$ cat src/rtl/vdb_pkg.sv
package vdb_pkg;
  typedef enum logic [1:0] {
    DR_IDLE  = 2'd0,
    DR_HOLD  = 2'd1,
    DR_WRITE = 2'd2
  } drain_state_t;
endpackage

$ cat src/rtl/vdb_line_store.sv
module vdb_line_store #(
  parameter int ADDR_W = 32,
  parameter int WORD_W = 32,
  parameter int WORDS  = 4,
  localparam int IDX_W  = (WORDS > 1) ? $clog2(WORDS) : 1,
  localparam int BYTE_W = $clog2(WORD_W / 8),
  localparam int OFF_W  = IDX_W + BYTE_W
) (
  input  logic                    clk,
  input  logic                    rst_n,
  input  logic                    capture,
  input  logic                    hold_busy,
  input  logic [ADDR_W-1:0]       in_addr,
  input  logic [WORDS*WORD_W-1:0] in_line,
  input  logic [IDX_W-1:0]        sel,
  input  logic                    drive,
  output logic [ADDR_W-1:0]       out_addr,
  output logic [WORD_W-1:0]       out_word
);
  logic [WORD_W-1:0]       slot_q [WORDS];
  logic [ADDR_W-OFF_W-1:0] tag_q;

  always_ff @(posedge clk) begin
    if (!rst_n) begin
      tag_q <= '0;
    end else if (capture) begin
      tag_q <= in_addr[ADDR_W-1:OFF_W];
    end
  end

  for (genvar g = 0; g < WORDS; g++) begin : g_slot
    always_ff @(posedge clk) begin
      if (!rst_n) slot_q[g] <= '0;
      else if (capture) slot_q[g] <= in_line[g*WORD_W +: WORD_W];
    end
  end

  always_comb begin
    if (drive) begin
      out_addr = {tag_q, sel, {BYTE_W{1'b0}}};
      out_word = slot_q[sel];
    end else begin
      out_addr = '0;
      out_word = '0;
    end
  end


  stored_kept_chk: assert property (@(posedge clk) disable iff (!rst_n)
    (hold_busy && !capture) |=> $stable(tag_q) && $stable(slot_q[0]));
endmodule

$ cat src/rtl/vdb_drain_fsm.sv
module vdb_drain_fsm
  import vdb_pkg::*;
#(
  parameter int WORDS = 4,
  localparam int IDX_W = (WORDS > 1) ? $clog2(WORDS) : 1
) (
  input  logic             clk,
  input  logic             rst_n,
  input  logic             ld_valid,
  input  logic             refill_active,
  input  logic             mem_ack,
  output logic             ld_ready,
  output logic             capture,
  output logic             mem_wen,
  output logic [IDX_W-1:0] word_idx,
  output logic             busy,
  output logic             done
);
  localparam logic [IDX_W-1:0] LAST_IDX = IDX_W'(WORDS - 1);

  drain_state_t st_q, st_d;
  logic [IDX_W-1:0] idx_q;
  logic done_q;
  logic last_ack;

  assign ld_ready = (st_q == DR_IDLE);
  assign capture  = ld_valid && ld_ready;
  assign mem_wen  = (st_q == DR_WRITE);
  assign busy     = (st_q != DR_IDLE);
  assign word_idx = idx_q;
  assign done     = done_q;
  assign last_ack = mem_wen && mem_ack && (idx_q == LAST_IDX);

  always_comb begin
    st_d = st_q;
    case (st_q)
      DR_IDLE:  if (capture) st_d = DR_HOLD;
      DR_HOLD:  if (!refill_active) st_d = DR_WRITE;
      DR_WRITE: if (mem_ack) st_d = (idx_q == LAST_IDX) ? DR_IDLE : DR_HOLD;
      default:  st_d = DR_IDLE;
    endcase
  end

  always_ff @(posedge clk) begin
    if (!rst_n) begin
      st_q   <= DR_IDLE;
      idx_q  <= '0;
      done_q <= 1'b0;
    end else begin
      st_q   <= st_d;
      done_q <= last_ack;
      if (capture) idx_q <= '0;
      else if (mem_wen && mem_ack) idx_q <= idx_q + 1'b1;
    end
  end


  refill_defer_chk: assert property (@(posedge clk) disable iff (!rst_n)
    (refill_active && !mem_wen) |=> !mem_wen);


  done_after_last_chk: assert property (@(posedge clk) disable iff (!rst_n)
    $rose(done) |-> ($past(mem_wen && mem_ack) && !busy));


  load_takes_chk: assert property (@(posedge clk) disable iff (!rst_n)
    capture |=> (busy && !ld_ready));
endmodule

$ cat src/rtl/victim_drain_buffer.sv
module victim_drain_buffer #(
  parameter int ADDR_W = 32,
  parameter int WORD_W = 32,
  parameter int WORDS  = 4,
  localparam int IDX_W = (WORDS > 1) ? $clog2(WORDS) : 1
) (
  input  logic                    clk,
  input  logic                    rst_n,
  input  logic                    ld_valid,
  output logic                    ld_ready,
  input  logic [ADDR_W-1:0]       ld_addr,
  input  logic [WORDS*WORD_W-1:0] ld_line,
  input  logic                    refill_active,
  output logic                    mem_wen,
  output logic [ADDR_W-1:0]       mem_addr,
  output logic [WORD_W-1:0]       mem_wdata,
  input  logic                    mem_ack,
  output logic                    busy,
  output logic                    done
);
  logic             cap;
  logic [IDX_W-1:0] idx;

  vdb_drain_fsm #(.WORDS(WORDS)) u_fsm (
    .clk(clk), .rst_n(rst_n), .ld_valid(ld_valid),
    .refill_active(refill_active), .mem_ack(mem_ack),
    .ld_ready(ld_ready), .capture(cap), .mem_wen(mem_wen),
    .word_idx(idx), .busy(busy), .done(done)
  );

  vdb_line_store #(.ADDR_W(ADDR_W), .WORD_W(WORD_W), .WORDS(WORDS)) u_store (
    .clk(clk), .rst_n(rst_n), .capture(cap), .hold_busy(busy),
    .in_addr(ld_addr), .in_line(ld_line), .sel(idx), .drive(mem_wen),
    .out_addr(mem_addr), .out_word(mem_wdata)
  );


  bus_hold_chk: assert property (@(posedge clk) disable iff (!rst_n)
    (mem_wen && !mem_ack) |=> (mem_wen && $stable(mem_addr) && $stable(mem_wdata)));


  idle_zero_chk: assert property (@(posedge clk) disable iff (!rst_n)
    !mem_wen |-> (mem_addr == '0 && mem_wdata == '0));
endmodule

$ cat config.mk
export PLATFORM = sky130hd
export DESIGN_NAME = victim_drain_buffer
export DESIGN_NICKNAME = d
export VERILOG_FILES = /design/src/rtl/vdb_pkg.sv /design/src/rtl/vdb_line_store.sv /design/src/rtl/vdb_drain_fsm.sv /design/src/rtl/victim_drain_buffer.sv
export SDC_FILE = /design/constraint.sdc
export NUM_CORES = 1
export LEC_CHECK = 0
export ABC_AREA = 1
export BUFFER_PORTS_ARGS = -buffer_cell sky130_fd_sc_hd__clkbuf_2
export CORE_AREA = 2 2 145 147
export DETAILED_ROUTE_END_ITERATION = 7
export DIE_AREA = 0 0 147 149
export GPL_TIMING_DRIVEN = 0
export PLACE_DENSITY = 0.65
export SLEW_MARGIN = 0
export SYNTH_ARGS = -nofsm -noshare
export SYNTH_HDL_FRONTEND = slang
export SYNTH_HIERARCHICAL = 1
export SYNTH_SLANG_ARGS = --single-unit
$ cat constraint.sdc
create_clock -name clk -period 7.52 [get_ports clk]
set_input_delay 0.376 -clock clk [delete_from_list [all_inputs] [get_ports clk]]
set_output_delay 0.376 -clock clk [all_outputs]
set_load 0.02 [all_outputs]
# After elaboration in Yosys (flattened, before gate mapping)
# Memories as Yosys holds them, arrays and structs flattened. A register that Yosys moved wholly into a read port is not among the register bits.
# Cells that the tools add are included.
# classes
n_reduce_logical,7
n_bitwise,5
muxes,17
addsub,1
n_eq_ne,6
# ops
op,n
$mux 32,6
$mux 2,5
$ne 2x2->1 const B,3
$pmux 2 s3,1
$mux 1,5
$eq 2x2->1 const B,2
$or 1x1->1,4
$logic_and 1x1->1,3
$reduce_and 3->1,1
$add 2x1->2 const B,1
$eq 2x1->1 const B,1
$logic_not 2->1,1
$reduce_bool 2->1,1
$reduce_or 2->1,1
$not 1->1,1
# totals
word_cells,41
mem_bits_rw,128
output_inout_bits,68
memories,1
register_bits,33
# mem_list
name,depth,width,rd,rd_ports_with_merged_regs,write_ports,line_no,source
u_store.slot_q,4,32,1,1,4,vdb_line_store.sv:20,logic [WORD_W-1:0] slot_q [WORDS];

# Longest topological paths before layout
# Gate-level depths: netlist (run 1).
# depth
ltp_word,6
mapped_depth,8
ltp_nobuf,6

# Modules after synthesis
# The synthesis (run 1) kept the hierarchy.
# by_module_without_submodules
mod,cells_each,seq_area_each_um2,n_inst,area_per_inst_um2
vdb_line_store,969,4404.2,1,7748.7
vdb_drain_fsm,37,100.1,1,270.3

# Worst setup path before layout (run 1)
# OpenSTA, ideal clock, no wires.
# synth_timing
path_kind,register to register
from,register u_fsm.st_q[1]
to,memory u_store.slot_q[0][0] (enable)
path_slack_ps,3060
synth_period_minus_slack_ps,4460
stages_incl_launch_ff,7
required_time_ps,7029
setup_time_ps,491
t_arrival_ps,3969
path_cell_list,dfxtp_1 nor2_2 inv_1 nor2_1 inv_1 clkbuf_1 nand2_1
# synth_rtl
element,line_no,source
start: declaration,vdb_drain_fsm.sv:21,"drain_state_t st_q, st_d;"
start signal: assignment,vdb_drain_fsm.sv:50,st_q <= st_d;
end: declaration,vdb_line_store.sv:20,

==> flow_summary.toml, run 1 <==
[final_layout]
stdcell_count = 1542
final_area_um2 = 10100
fin_util = 0.492
n_fill_cell = 2071
drive_above_1_share = 0.247
syn2layout_area_growth_pct = 26.0
nets = 1420
diodes = 0

[floorplan]
floorplan.die_area_um2 = 21900
die_h_um = 149
io_pins = 233
core_um2 = 20600
initial_core_util = 0.390
placementRows = 53
die_w_um = 147

[yosys]
ys_seq_elements = 161
ys.flop_type = "edfxtp_1"
yosys.cell_types.count = 21
synth_area_leaders = "edfxtp_1, inv_1, nand2_1, dfxtp_1, nand3_1"
yosysWarnings = 6
ys_top_cells_by_count = "inv_1, nand2_1, nor2_1, edfxtp_1, nand3_1"
syn_inst = 1006
synth_most_common_cell = "inv_1"
yosysSeqAreaShare = 0.562
syn_avg_cell_area_um2 = 7.97
synth_edf_count = 128
synth_top_area_share = 0.479
synthesis.area_um2 = 8020
yosys.area.top_type = "edfxtp_1"
synth-async-reset-ratio = 0

[timing]
tightest_slew_ns = 0.626
worst_hold_slack_ns = 0.176
setup_ws_ns = 5.03
final.setup.tns_ns = 0
skew_ns = 0.00868
period_share = 0.331
setup_viol = 0
rsz0062_at_grt = "no"
finalMaxSlewViolations = 0
final_hold_viol_count = 0
slew_headroom = 0.582
fmax_ghz = 0.401
layout_min_cycle_time_ns = 2.49

[clocking]
numCtsBuffers = 17
htreeDepth = 4
cts_buffer_depth = 2
cts_root_buf = "clkbuf_16"
cts_sinks = 161
clk_pin_slew_worst_paths_ns = 0.07
worst_skew_pair.late_latency_ns = 0.42
cts_resized = 0
postCtsHoldBufs = 0
cts_tree = "done"
cts_setup_buffers = 0

[worst_setup_path]
reg2reg_slack_ns = 5.03
required_ns = 7.60
crit_type = "register to register"
crit_path_max_incr_delay_ns = 0.37
critPathMaxFanout = 62
cp_slowest_cell = "dfxtp_1"
path_cells = "nor2_2 > inv_1 > nor2_1 > inv_1 > clkbuf_1 > nand2_4 > buf_16 > buf_16"
start_kind = "register"
crit_family = "buffers and inverters"
cp.arrival_ns = 2.57
cp.buffers_inverters = 5
critPathCaptureType = "register"

[status]
status = "completed"

[global_route]
grt_start_max_net_pins = 63
track_usage = 0.184
grt_pass1_vias = 6425
grt_pass1_wl_um = 31200
antenna_found_initial = 0
grt.overflow.total = 0

[power]
powerDensity_nw_per_um2 = 208
peakVddDrop_mv = 0.149
p_leak_nw = 5.59
power_mw = 2.10

[route]
drtIter0Drc = 325
drt_pass1_iterations = 5
ant_nets = 0
drc_errors = 0
via_count = 6801
vias_per_cell = 4.41
drt_wl_total_um = 20000
wire_per_inst_um = 13.0

[placed_design]
place_ws_ns = 5.08
io_buffers = 226
dp.cells = 1510
hpwl_um = 14600
postPlaceCellArea_um2 = 9560
place_congestion = 0.775

[run]
maxCapViolCount = 0

[worst_hold_path]
min_path_type = "primary input to register"
## final cells by class
cell class / count / area [um^2] / share of cell area
sequential: 161 / 4500 / 0.446
multi-input combinational: 496 / 2110 / 0.209
timing repair buffer: 228 / 1190 / 0.117
inverter: 296 / 1110 / 0.110
clock buffer: 18 / 429 / 0.0425
tap: 275 / 344 / 0.0340
buffer: 54 / 305 / 0.0302
clock inverter: 14 / 116 / 0.0115
## routing by layer
metal	part of all wire	routed length [um]	GRT usage
met1	0.44	8810	0.233
met2	0.48	9670	0.323
met3	0.065	1290	0.0370
met4	0.010	206	0.0476
met5	0	0	0
## kinds of logic after synthesis
logic type / synth area share
adders and majority gates: 0.00156
other: 0.000468
buffers and inverters: 0.177
AOI/OAI and AO/OA: 0.0237
and+or+nand+nor: 0.236
DFF: 0.562
## state kept, by name, indices dropped and copies added (netlist names)
signal	flops
u_store/slot_q	128
u_store/tag_q	28
u_fsm/st_q	2
u_fsm/word_idx	2
u_fsm/done	1
## worst paths after layout
path	depth (start not counted)	endpoint	start
worst max register to register	8	u_store/slot_q[1][0]$_SDFFCE_PN0P_	u_fsm/st_q[1]$_SDFFE_PN0P_
worst min register to register	2	u_store/tag_q[14]$_SDFFE_PN0P_	u_store/tag_q[14]$_SDFFE_PN0P_
worst min-delay path	3	u_store/tag_q[27]$_SDFFE_PN0P_	ld_addr[31]
worst max-delay path	8	u_store/slot_q[1][0]$_SDFFCE_PN0P_	u_fsm/st_q[1]$_SDFFE_PN0P_
## worst register-to-register path, delay by kind of cell, from the launching register on
kind | cells | cell delay, ns
and+or+nand+nor | 3 | 0.63
DFF | 1 | 0.37
buffers and inverters | 5 | 1.09
## power breakdown
group | switching, mW | internal [mW]
Clock | 0.344 | 0.453
Combinational | 0.146 | 0.0879
Sequential | 0.0224 | 1.05
## cell usage in the layout (no fill, tap or decap)
| master | synthesis | layout |
|---|---|---|
| ha_1 | 1 | 1 |
| clkinvlp_4 | 0 | 2 |
| buf_6 | 5 | 5 |
| nor2_2 | 1 | 1 |
| nand2_2 | 3 | 3 |
| dfxtp_1 | 33 | 33 |
| buf_4 | 6 | 6 |
| a31oi_1 | 1 | 1 |
| buf_1 | 1 | 1 |
| nand2_1 | 191 | 190 |
| nor2_1 | 135 | 135 |
| nand3b_1 | 3 | 3 |
| edfxtp_1 | 128 | 128 |
| clkbuf_1 | 8 | 9 |
| clkinv_1 | 0 | 2 |
| clkbuf_16 | 0 | 17 |
| buf_2 | 34 | 34 |
| inv_2 | 4 | 4 |
| o21ai_2 | 1 | 1 |
| bufinv_16 | 0 | 1 |
| conb_1 | 1 | 2 |
| nand3_1 | 122 | 122 |
| clkbuf_2 | 0 | 226 |
| inv_1 | 292 | 292 |
| nand3_2 | 1 | 1 |
| buf_16 | 0 | 2 |
| nand2_4 | 0 | 1 |
| a21oi_1 | 35 | 35 |
| inv_6 | 0 | 1 |
| clkinv_4 | 0 | 4 |
| clkinv_2 | 0 | 4 |
Note: power is estimated with default switching activity, not from simulation.
==> inputs of run 2 (changes only) <==
--- a/config.mk
+++ b/config.mk
@@ -5,11 +5,11 @@
 export SDC_FILE = /design/constraint.sdc
 export NUM_CORES = 1
 export LEC_CHECK = 0
-export ABC_AREA = 1
+export ABC_AREA = 0
 export BUFFER_PORTS_ARGS = -buffer_cell sky130_fd_sc_hd__clkbuf_2
-export CORE_AREA = 2 2 145 147
+export CORE_AREA = 2 2 139 141
 export DETAILED_ROUTE_END_ITERATION = 7
-export DIE_AREA = 0 0 147 149
+export DIE_AREA = 0 0 141 143
 export GPL_TIMING_DRIVEN = 0
 export PLACE_DENSITY = 0.65
 export SLEW_MARGIN = 0
==> constraint.sdc (replaced) <==
create_clock -name clk -period 2.34 [get_ports clk]
set_input_delay 0.117 -clock clk [delete_from_list [all_inputs] [get_ports clk]]
set_output_delay 0.117 -clock clk [all_outputs]
set_load 0.02 [all_outputs]
==> flow_summary.toml, run 2 <==
[clocking]
htreeDepth = 4
cts_root_buf = "clkbuf_16"
numCtsBuffers = 17
worst_skew_pair.late_latency_ns = 0.42
clk_pin_slew_worst_paths_ns = 0.06
cts_setup_buffers = 0
cts_tree = "done"
cts_sinks = 161
cts_buffer_depth = 2

[timing]
final.setup.tns_ns = 0
worst_hold_slack_ns = 0.0144
tightest_slew_ns = 0.757
period_share = 0.938
layout_min_cycle_time_ns = 2.19
setup_ws_ns = 0.146
final_hold_viol_count = 0
fmax_ghz = 0.456
slew_headroom = 0.495
rsz0062_at_grt = "no"
finalMaxSlewViolations = 0
setup_viol = 0
skew_ns = 0.0115

[worst_hold_path]
min_path_type = "primary input to register"

[floorplan]
core_um2 = 18600
initial_core_util = 0.393
io_pins = 233
floorplan.die_area_um2 = 20200
placementRows = 50
die_h_um = 143
die_w_um = 141

[final_layout]
n_fill_cell = 1630
final_cell_mix = "clkbuf_2, and3_1, edfxtp_1"
final_common_cell = "clkbuf_2"
stdcell_count = 1089
largest_reg_flops = 128
regMostFlops = "u_store/slot_q"
drive_above_1_share = 0.347
nets = 1008
syn2layout_area_growth_pct = 35.2
diodes = 0
reg_top3 = "u_store/slot_q: 128 flops, u_store/tag_q: 28 flops"

[worst_setup_path]
cp.arrival_ns = 2.08
crit_type = "register to output pin"
critPathCaptureType = "output pin"
required_ns = 2.22
start_kind = "register"
critPathMaxFanout = 10

[yosys]
yosys.cell_types.count = 28
synth-async-reset-ratio = 0
ys_top_cells_by_count = "and3_1, edfxtp_1, mux2i_1, dfxtp_1, o22ai_1"
synth_top_area_share = 0.527
synthesis.area_um2 = 7290
ys.flop_type = "edfxtp_1"
syn_avg_cell_area_um2 = 13.3
yosys.area_share.simple = 0.171
yosysSeqAreaShare = 0.618
synth_edf_count = 128
synth-adder-area-share = 0.00172
yosysWarnings = 6
synth_area_leaders = "edfxtp_1, mux2i_1, and3_1, dfxtp_1, o22ai_1"
synth-xor-area-share = 0.00120
yosys.area.top_type = "edfxtp_1"
synth.area.mux_share = 0.129
syn_inst = 549
synth_compound_area_frac = 0.0292
ys_seq_elements = 161
synth_top_family_by_area = "simple AND/OR/NAND/NOR gates"

[run]
maxCapViolCount = 0

[route]
drc_errors = 0
wire_per_inst_um = 18.1
drt_pass1_iterations = 4
via_count = 5478
vias_per_cell = 5.03
drtIter0Drc = 224
ant_nets = 0
drt_wl_total_um = 19700

[global_route]
grt.overflow.total = 0
grt_pass1_wl_um = 29600
grt_start_max_net_pins = 72
grt_pass1_vias = 5479
antenna_found_initial = 0
track_usage = 0.194

[power]
peakVddDrop_mv = 0.468
p_leak_nw = 4.53
powerDensity_nw_per_um2 = 732

[placed_design]
place_congestion = 0.744
hpwl_um = 13600
io_buffers = 226
dp.cells = 1011
place_ws_ns = -0.216

[status]
status = "completed"
==> run 2: cell types whose count changed in the layout (fill, tap and decap cells not counted), sizes merged, moves of 32 or more <==
cell and delta:
and3 +128, dlygate4sd3 +44, nand2 -192, o22ai +32, nand3 -123, inv -292, a21oi -34, nor2 -131
mux2i +94
==> run 2: power breakdown <==
group / switching [mW] / internal (mW)
Clock: 1.14 / 1.89
Combinational: 0.400 / 0.361
Sequential: 0.0702 / 3.35
Total: 1.61 / 5.60
==> run 2: path summary, 6_finish.rpt <==
path,from,endpoint,slack (ns),cells past startpoint
worst max register to register,u_fsm/st_q[1]$_SDFFE_PN0P_,u_store/slot_q[3][20]$_SDFFCE_PN0P_,0.15,5
worst min register to register,u_store/tag_q[7]$_SDFFE_PN0P_,u_store/tag_q[7]$_SDFFE_PN0P_,0.51,2
worst min-delay path,ld_line[96],u_store/slot_q[3][0]$_SDFFCE_PN0P_,0.01,2
worst max-delay path,u_fsm/st_q[0]$_SDFFE_PN0P_,mem_wdata[24],0.15,5
==> run 2: repair_timing <==
action	in CTS	in global routing
hold buffers	41	3
endpoints found under the hold margin	41	3
resized for setup	6	0
cloned	1	1
endpoints found under the setup margin	100	71
==> run 2: layout make-up <==
class / count / area [um^2] / share of cell area
Sequential cell: 161 / 4500 / 0.457
Multi-Input combinational cell: 335 / 2460 / 0.249
Timing Repair Buffer: 271 / 1600 / 0.162
Clock buffer: 18 / 429 / 0.0435
Buffer: 53 / 358 / 0.0363
Tap cell: 234 / 293 / 0.0297
Clock inverter: 14 / 211 / 0.0214
Inverter: 3 / 11.3 / 0.00114
==> run 2: logic make-up after synthesis <==
family,after synthesis
buffers and inverters,56
AND/OR/NAND/NOR,201
adder cells (fa/ha/maj),1
multiplexers,94
AO/OA/AOI/OAI,34
XOR/XNOR,1
flip-flops,161
other,1
==> run 2: metrics by stage <==
step / total power, mW / instance area [um^2] / utilization
floorplan: 3.86 / 7300 / -
global placement: 4.16 / 8730 / 0.470
detailed placement: 4.18 / 8760 / 0.471
CTS: 7.26 / 9820 / 0.529
global route: 7.49 / 9860 / 0.531
finish: 7.21 / 9860 / 0.531
==> run 2: layer usage <==
layer | share of wire | global-route usage | vias up
met3 | 0.064 | 0.0520 | 12
met2 | 0.48 | 0.329 | 205
li1 | - | - | 2631
met5 | 0 | 0 | -
met4 | 0.0072 | 0.0458 | 0
met1 | 0.45 | 0.249 | 2630
==> run 2: worst max-delay path: stages (launching register included) <==
cell and delay, ns:
dfxtp_1 0.42, and2b_2 0.30, nand2_1 0.30, clkbuf_2 0.34, o22ai_1 0.13, clkbuf_2 0.17
